File: src/rtl/fp_cmp_pkg.sv
package fp_cmp_pkg;

  localparam int WORD_W  = 32;
  localparam int SP_EXP  = 8;
  localparam int SP_FRAC = 23;
  localparam int DP_EXP  = 11;
  localparam int DP_FRAC = 52;
  localparam int SP_W    = 1 + SP_EXP + SP_FRAC;
  localparam int DP_W    = 1 + DP_EXP + DP_FRAC;
  localparam int MAG_W   = DP_EXP + DP_FRAC;
  localparam int FLAG_W  = 4;

  typedef struct packed {
    logic             sign;
    logic             zero;
    logic             nan;
    logic             snan;
    logic [MAG_W-1:0] mag;
  } opnd_t;

  typedef enum logic [1:0] {
    REL_EQ = 2'd0,
    REL_LT = 2'd1,
    REL_GT = 2'd2,
    REL_UN = 2'd3
  } rel_e;

  localparam logic [FLAG_W-1:0] NZCV_EQ = 4'b0110;
  localparam logic [FLAG_W-1:0] NZCV_LT = 4'b1000;
  localparam logic [FLAG_W-1:0] NZCV_GT = 4'b0010;
  localparam logic [FLAG_W-1:0] NZCV_UN = 4'b0011;

  function automatic logic [FLAG_W-1:0] rel_to_nzcv(input rel_e r);
    case (r)
      REL_EQ:  return NZCV_EQ;
      REL_LT:  return NZCV_LT;
      REL_GT:  return NZCV_GT;
      default: return NZCV_UN;
    endcase
  endfunction

endpackage

File: src/rtl/fp_operand_classify.sv
module fp_operand_classify
  import fp_cmp_pkg::*;
#(
  parameter int EXP_W  = 8,
  parameter int FRAC_W = 23,
  localparam int RAW_W = 1 + EXP_W + FRAC_W
) (
  input  logic [RAW_W-1:0] raw,
  input  logic             ftz,
  output opnd_t            info
);

  logic [EXP_W-1:0]  exp_f;
  logic [FRAC_W-1:0] frac_f;
  logic              exp_ones;
  logic              exp_zero;
  logic              frac_nz;

  assign exp_f    = raw[RAW_W-2 -: EXP_W];
  assign frac_f   = raw[FRAC_W-1:0];
  assign exp_ones = &exp_f;
  assign exp_zero = ~|exp_f;
  assign frac_nz  = |frac_f;

  always_comb begin
    info      = '0;
    info.sign = raw[RAW_W-1];
    info.nan  = exp_ones & frac_nz;
    // quiet bit is the top fraction bit; clear means signalling
    info.snan = exp_ones & frac_nz & ~frac_f[FRAC_W-1];
    info.zero = exp_zero & (~frac_nz | ftz);
    if (!info.zero) begin
      info.mag = MAG_W'({exp_f, frac_f});
    end
  end

endmodule

File: src/rtl/fp_order_compare.sv
module fp_order_compare
  import fp_cmp_pkg::*;
(
  input  opnd_t a,
  input  opnd_t b,
  output rel_e  rel
);

  logic mag_lt;
  logic mag_eq;

  assign mag_lt = a.mag < b.mag;
  assign mag_eq = a.mag == b.mag;

  always_comb begin
    if (a.nan || b.nan) begin
      rel = REL_UN;
    end else if (a.zero && b.zero) begin
      rel = REL_EQ;
    end else if (a.sign != b.sign) begin
      rel = a.sign ? REL_LT : REL_GT;
    end else if (mag_eq) begin
      rel = REL_EQ;
    end else if (mag_lt ^ a.sign) begin
      rel = REL_LT;
    end else begin
      rel = REL_GT;
    end
  end

endmodule

File: src/rtl/fp_cmp_flags.sv
module fp_cmp_flags
  import fp_cmp_pkg::*;
(
  input  logic              clk,
  input  logic              rst_n,
  input  logic              start,
  input  logic [1:0]        insn_ctl,
  input  logic              zero_mode,
  input  logic              ftz_en,
  input  logic [WORD_W-1:0] a_lo,
  input  logic [WORD_W-1:0] a_hi,
  input  logic [WORD_W-1:0] b_lo,
  input  logic [WORD_W-1:0] b_hi,
  output logic [FLAG_W-1:0] nzcv,
  output logic              inv_flag,
  output logic              done
);

  localparam int NOPS = 2;

  logic              sig_cmp;
  logic              dbl;
  logic [DP_W-1:0]   raw [NOPS];
  opnd_t             opnd [NOPS];
  rel_e              rel;
  logic              inv_now;

  logic [FLAG_W-1:0] nzcv_q, nzcv_d;
  logic              inv_q, inv_d;
  logic              done_q, done_d;

  assign sig_cmp = insn_ctl[0];
  assign dbl     = insn_ctl[1];

  assign raw[0] = {a_hi, a_lo};
  assign raw[1] = zero_mode ? '0 : {b_hi, b_lo};

  for (genvar i = 0; i < NOPS; i++) begin : g_opnd
    opnd_t sp_info;
    opnd_t dp_info;

    fp_operand_classify #(.EXP_W(SP_EXP), .FRAC_W(SP_FRAC)) u_sp (
      .raw  (raw[i][SP_W-1:0]),
      .ftz  (ftz_en),
      .info (sp_info)
    );

    fp_operand_classify #(.EXP_W(DP_EXP), .FRAC_W(DP_FRAC)) u_dp (
      .raw  (raw[i]),
      .ftz  (ftz_en),
      .info (dp_info)
    );

    assign opnd[i] = dbl ? dp_info : sp_info;
  end

  fp_order_compare u_cmp (
    .a   (opnd[0]),
    .b   (opnd[1]),
    .rel (rel)
  );

  assign inv_now = sig_cmp ? (rel == REL_UN) : (opnd[0].snan | opnd[1].snan);

  always_comb begin
    nzcv_d = nzcv_q;
    inv_d  = inv_q;
    done_d = start;
    if (start) begin
      nzcv_d = rel_to_nzcv(rel);
      inv_d  = inv_q | inv_now;
    end
  end

  always_ff @(posedge clk or negedge rst_n) begin
    if (!rst_n) begin
      nzcv_q <= '0;
      inv_q  <= 1'b0;
      done_q <= 1'b0;
    end else begin
      nzcv_q <= nzcv_d;
      inv_q  <= inv_d;
      done_q <= done_d;
    end
  end

  assign nzcv     = nzcv_q;
  assign inv_flag = inv_q;
  assign done     = done_q;

endmodule

File: config.mk
export PLATFORM = sky130hd
export DESIGN_NAME = fp_cmp_flags
export DESIGN_NICKNAME = d
export VERILOG_FILES = /design/src/rtl/fp_cmp_pkg.sv /design/src/rtl/fp_operand_classify.sv /design/src/rtl/fp_order_compare.sv /design/src/rtl/fp_cmp_flags.sv
export SDC_FILE = /design/constraint.sdc
export NUM_CORES = 1
export LEC_CHECK = 0
export BUFFER_PORTS_ARGS = -buffer_cell sky130_fd_sc_hd__buf_2
export CORE_AREA = 2 2 143 145
export DETAILED_ROUTE_END_ITERATION = 6
export DIE_AREA = 0 0 145 147
export GPL_TIMING_DRIVEN = 0
export SLEW_MARGIN = 5
export SYNTH_ARGS = -nofsm -noshare
export SYNTH_HDL_FRONTEND = slang
export SYNTH_HIERARCHICAL = 1
export SYNTH_SLANG_ARGS = --single-unit
File: constraint.sdc
create_clock -name clk -period 0.8 [get_ports clk]
set_input_delay 0.08 -clock clk [delete_from_list [all_inputs] [get_ports clk]]
set_output_delay 0.08 -clock clk [all_outputs]
set_load 0.01 [all_outputs]
==> run summary <==
The flow ran to the end, but the final reports show violations. The final reports fail on setup timing. The layout filler cell count was 1990.

Before antenna repair, the detailed router went through 5 iterations. Setup violations remaining at the end of the flow were counted as 10. For the post-placement cell area, the log shows 0.008077 sq mm.

The number of max-cap violations is 0, and the number of placement rows is 52. The tools report the core region area as 0.01984 sq mm. The area growth from synthesis to layout is 33.20%. The count of final hold-check violations came out at 0. The tightest min-delay check is of the primary input to flop type.

The startpoint identified for the worst register-to-register timing path is inv_flag$_DFFE_PN0P_. Once layout is complete, the utilization of the core stands at 45.28%. During synthesis, Yosys emitted a total of 6 warnings. The ratio of total power to cell area came out at 656.9 mW/mm^2. In the final design database the tool counted 1284 nets.

The clock arrives with 0 ps of skew. The most critical setup path has its startpoint at zero_mode. Setup repair after global routing could not meet its margin everywhere. Max-slew violation total from the final report: 0. The residual antenna-violating net count after detailed routing was 0. For this design the top-level I/O count stands at 141. The per-instance average area after synthesis was 7.900 sq um; the routed wire length was 20830 um. For this run, the total global-route usage over all layers was measured as 18.81%.

The logs give -2960 ps for the smallest setup slack after layout and 0.4176 mV for the worst vdd rail ir drop. After detailed placement, the design holds a cell count of 1323. Across the whole layout, storage elements account for 150.1 sq um. The width of the die came out at 145 um. For the worst setup path, the data required time is 910 ps. The final worst-path cycle share is 470.0%.

The category of the worst setup path capture point was a flop. For this run, the top clock speed supported by timing is 265.9 MHz. In this run the tightest slew margin relative to its limit is 48.46%.

The launch point of the worst hold path is start. The detailed-route via count is 6517, and the number of buffers and inverters on the critical path is 6. Dividing the detail-routed wire length by the instance count gives 15.37 um.

The tools report the area of the mapped netlist as 0.006746 sq mm. The height of the die was 147 um. After the first detailed-routing iteration, the DRC count stood at 211. On the worst path, the slowest cell contributes a delay of 390 ps. The signal on the critical path passes through buf_16 -> clkbuf_16 -> nor2b_2 -> nor4_1 -> nand2_1 -> nor4_4 -> buf_6 -> buf_8 -> a21boi_1 -> mux2_4 -> inv_2 -> ha_4 -> a21oi_1 -> nand2_1 -> a221oi_4 -> o22ai_4 -> or3_4 -> or3_4 -> o211ai_1 -> buf_4 -> nand2_4 -> o22a_1. The cell count after synthesis came out at 854. Setup total negative slack on the finished layout was measured at -14570 ps. The number of levels in the clock H-tree was 1; the post-placement setup slack was -3995 ps. With fillers left out, the area of the finished cells amounts to 0.008986 sq mm.

The die covers 0.02132 sq mm. Maximum fanout count along the critical path: 7. The clock slew at the register clock pins of the worst setup and hold paths came out at 30 ps. The placed wire-length estimate is 16740 um, and the arrival time reported for the critical path endpoint is 3870 ps. The transition at the pin with the smallest max-transition slack was 766.0 ps.

The number of vias per cell after detailed routing is 4.810, and the DRC violation count after routing is 0. In the final layout, the multi-input gates occupy 0.006117 sq mm. TritonCTS built the clock tree. The cell sitting at the root of the clock tree is a clkbuf_16.

The total of buffers placed on input and output ports works out to 137. The setup path with the least slack is of type primary input to flop. Once the floorplan was initialized, standard cells occupied 34.00% of the core. The clock net sink count came out at 6.

The slowest stage of the critical path is the or3_4 cell. The clock reaches the later pin of the worst-skew pair after 230 ps. Excluding fillers, the count of instances in the completed layout stands at 1355.

The first global-routing pass estimated 32730 um of wire. Among cell families on the critical path, the largest total delay comes from simple AND/OR/NAND/NOR gates. The logs give -30 ps for the minimum setup slack among reg-to-reg paths and 2 for the maximum buffer depth of the clock tree.

Cells with a size suffix above 1 make up 49.72% of the layout. The remaining global-route overflow came out at 0. The run gives 1 as the number of antenna violations at the first check in global routing. The minimum clock period after layout was 3760 ps; the weighted congestion reported at the end of routability-driven placement was 0.9243. For this design the static power due to leakage is 4.109 nW.

The CTS buffer count was 3; the largest net degree at the start of global routing was 19. The startpoint class of the critical path is a primary input. The number of global-route vias before repair was 6460.
-- per-stage QoR --
stage	power, mW	hold WS [ps]
after global placement	4.326	-89.05
final	5.903	68.52
after CTS	5.672	57.35
after global routing	6.425	73.98
after floorplan	3.291	-215.6
after detailed placement	4.386	-87.80
-- layout make-up --
class | count | area share, %
well taps | 270 | 3.759
plain buffers | 152 | 12.17
repair buffers | 165 | 10.47
clock buffers | 3 | 0.8354
inverters | 69 | 2.994
diodes | 1 | 0.02785
multi-input cells | 689 | 68.07
flip-flops and latches | 6 | 1.671
-- placed cells by master, fill, tap and decap left out, types with 7 or more instances in the layout --
master,n
inv_1,51
nand3_1,11
clkbuf_1,45
nand2_1,22
nand4_1,27
mux2_2,85
conb_1,64
a21o_1,9
and2_4,38
a21oi_1,16
and2_2,8
buf_6,16
a21boi_1,18
nor2b_1,60
nor4_1,40
inv_2,14
clkbuf_8,7
buf_2,148
ha_1,42
a21boi_0,83
ha_4,21
buf_4,84
mux2_4,47
-- layer usage --
layer | part of all wire [%] | GRT usage [%]
met4 | 2.7 | 4.950
met1 | 44 | 23.01
met5 | 0 | 0
met2 | 50 | 35.71
met3 | 2.9 | 1.087
-- state kept, by name (all words and copies together) (netlist names) --
name / flops
nzcv: 4
inv_flag: 1
done: 1
-- report_power, final --
| group | switching [mW] | internal (mW) | leakage [nW] |
|---|---|---|---|
| Clock | 0.168 | 0.641 | 0.0370 |
| Sequential | 0.0200 | 0.346 | 0.0698 |
| Combinational | 2.19 | 2.54 | 4.00 |
| Total | 2.37 | 3.53 | 4.11 |
-- repair_timing --
action / 4_1_cts / 5_1_grt
setup buffers: 17 / 3
resized for setup: 91 / 48
pin swaps: 23 / 9
cloned: 7 / 0
setup endpoints to repair: 10 / 10
hold buffers: 1 / 0
endpoints found under the hold margin: 6 / 0
-- final timing paths --
path,end,depth (start not counted)
min,done$_DFF_PN0_,1
max,nzcv[1]$_DFFE_PN0P_,22
max reg2reg,inv_flag$_DFFE_PN0P_,2
min in group asynchronous,done$_DFF_PN0_,2
max in group asynchronous,nzcv[2]$_DFFE_PN0P_,2
min reg2reg,nzcv[2]$_DFFE_PN0P_,2
No activity file was read; power rests on OpenSTA's default activity.
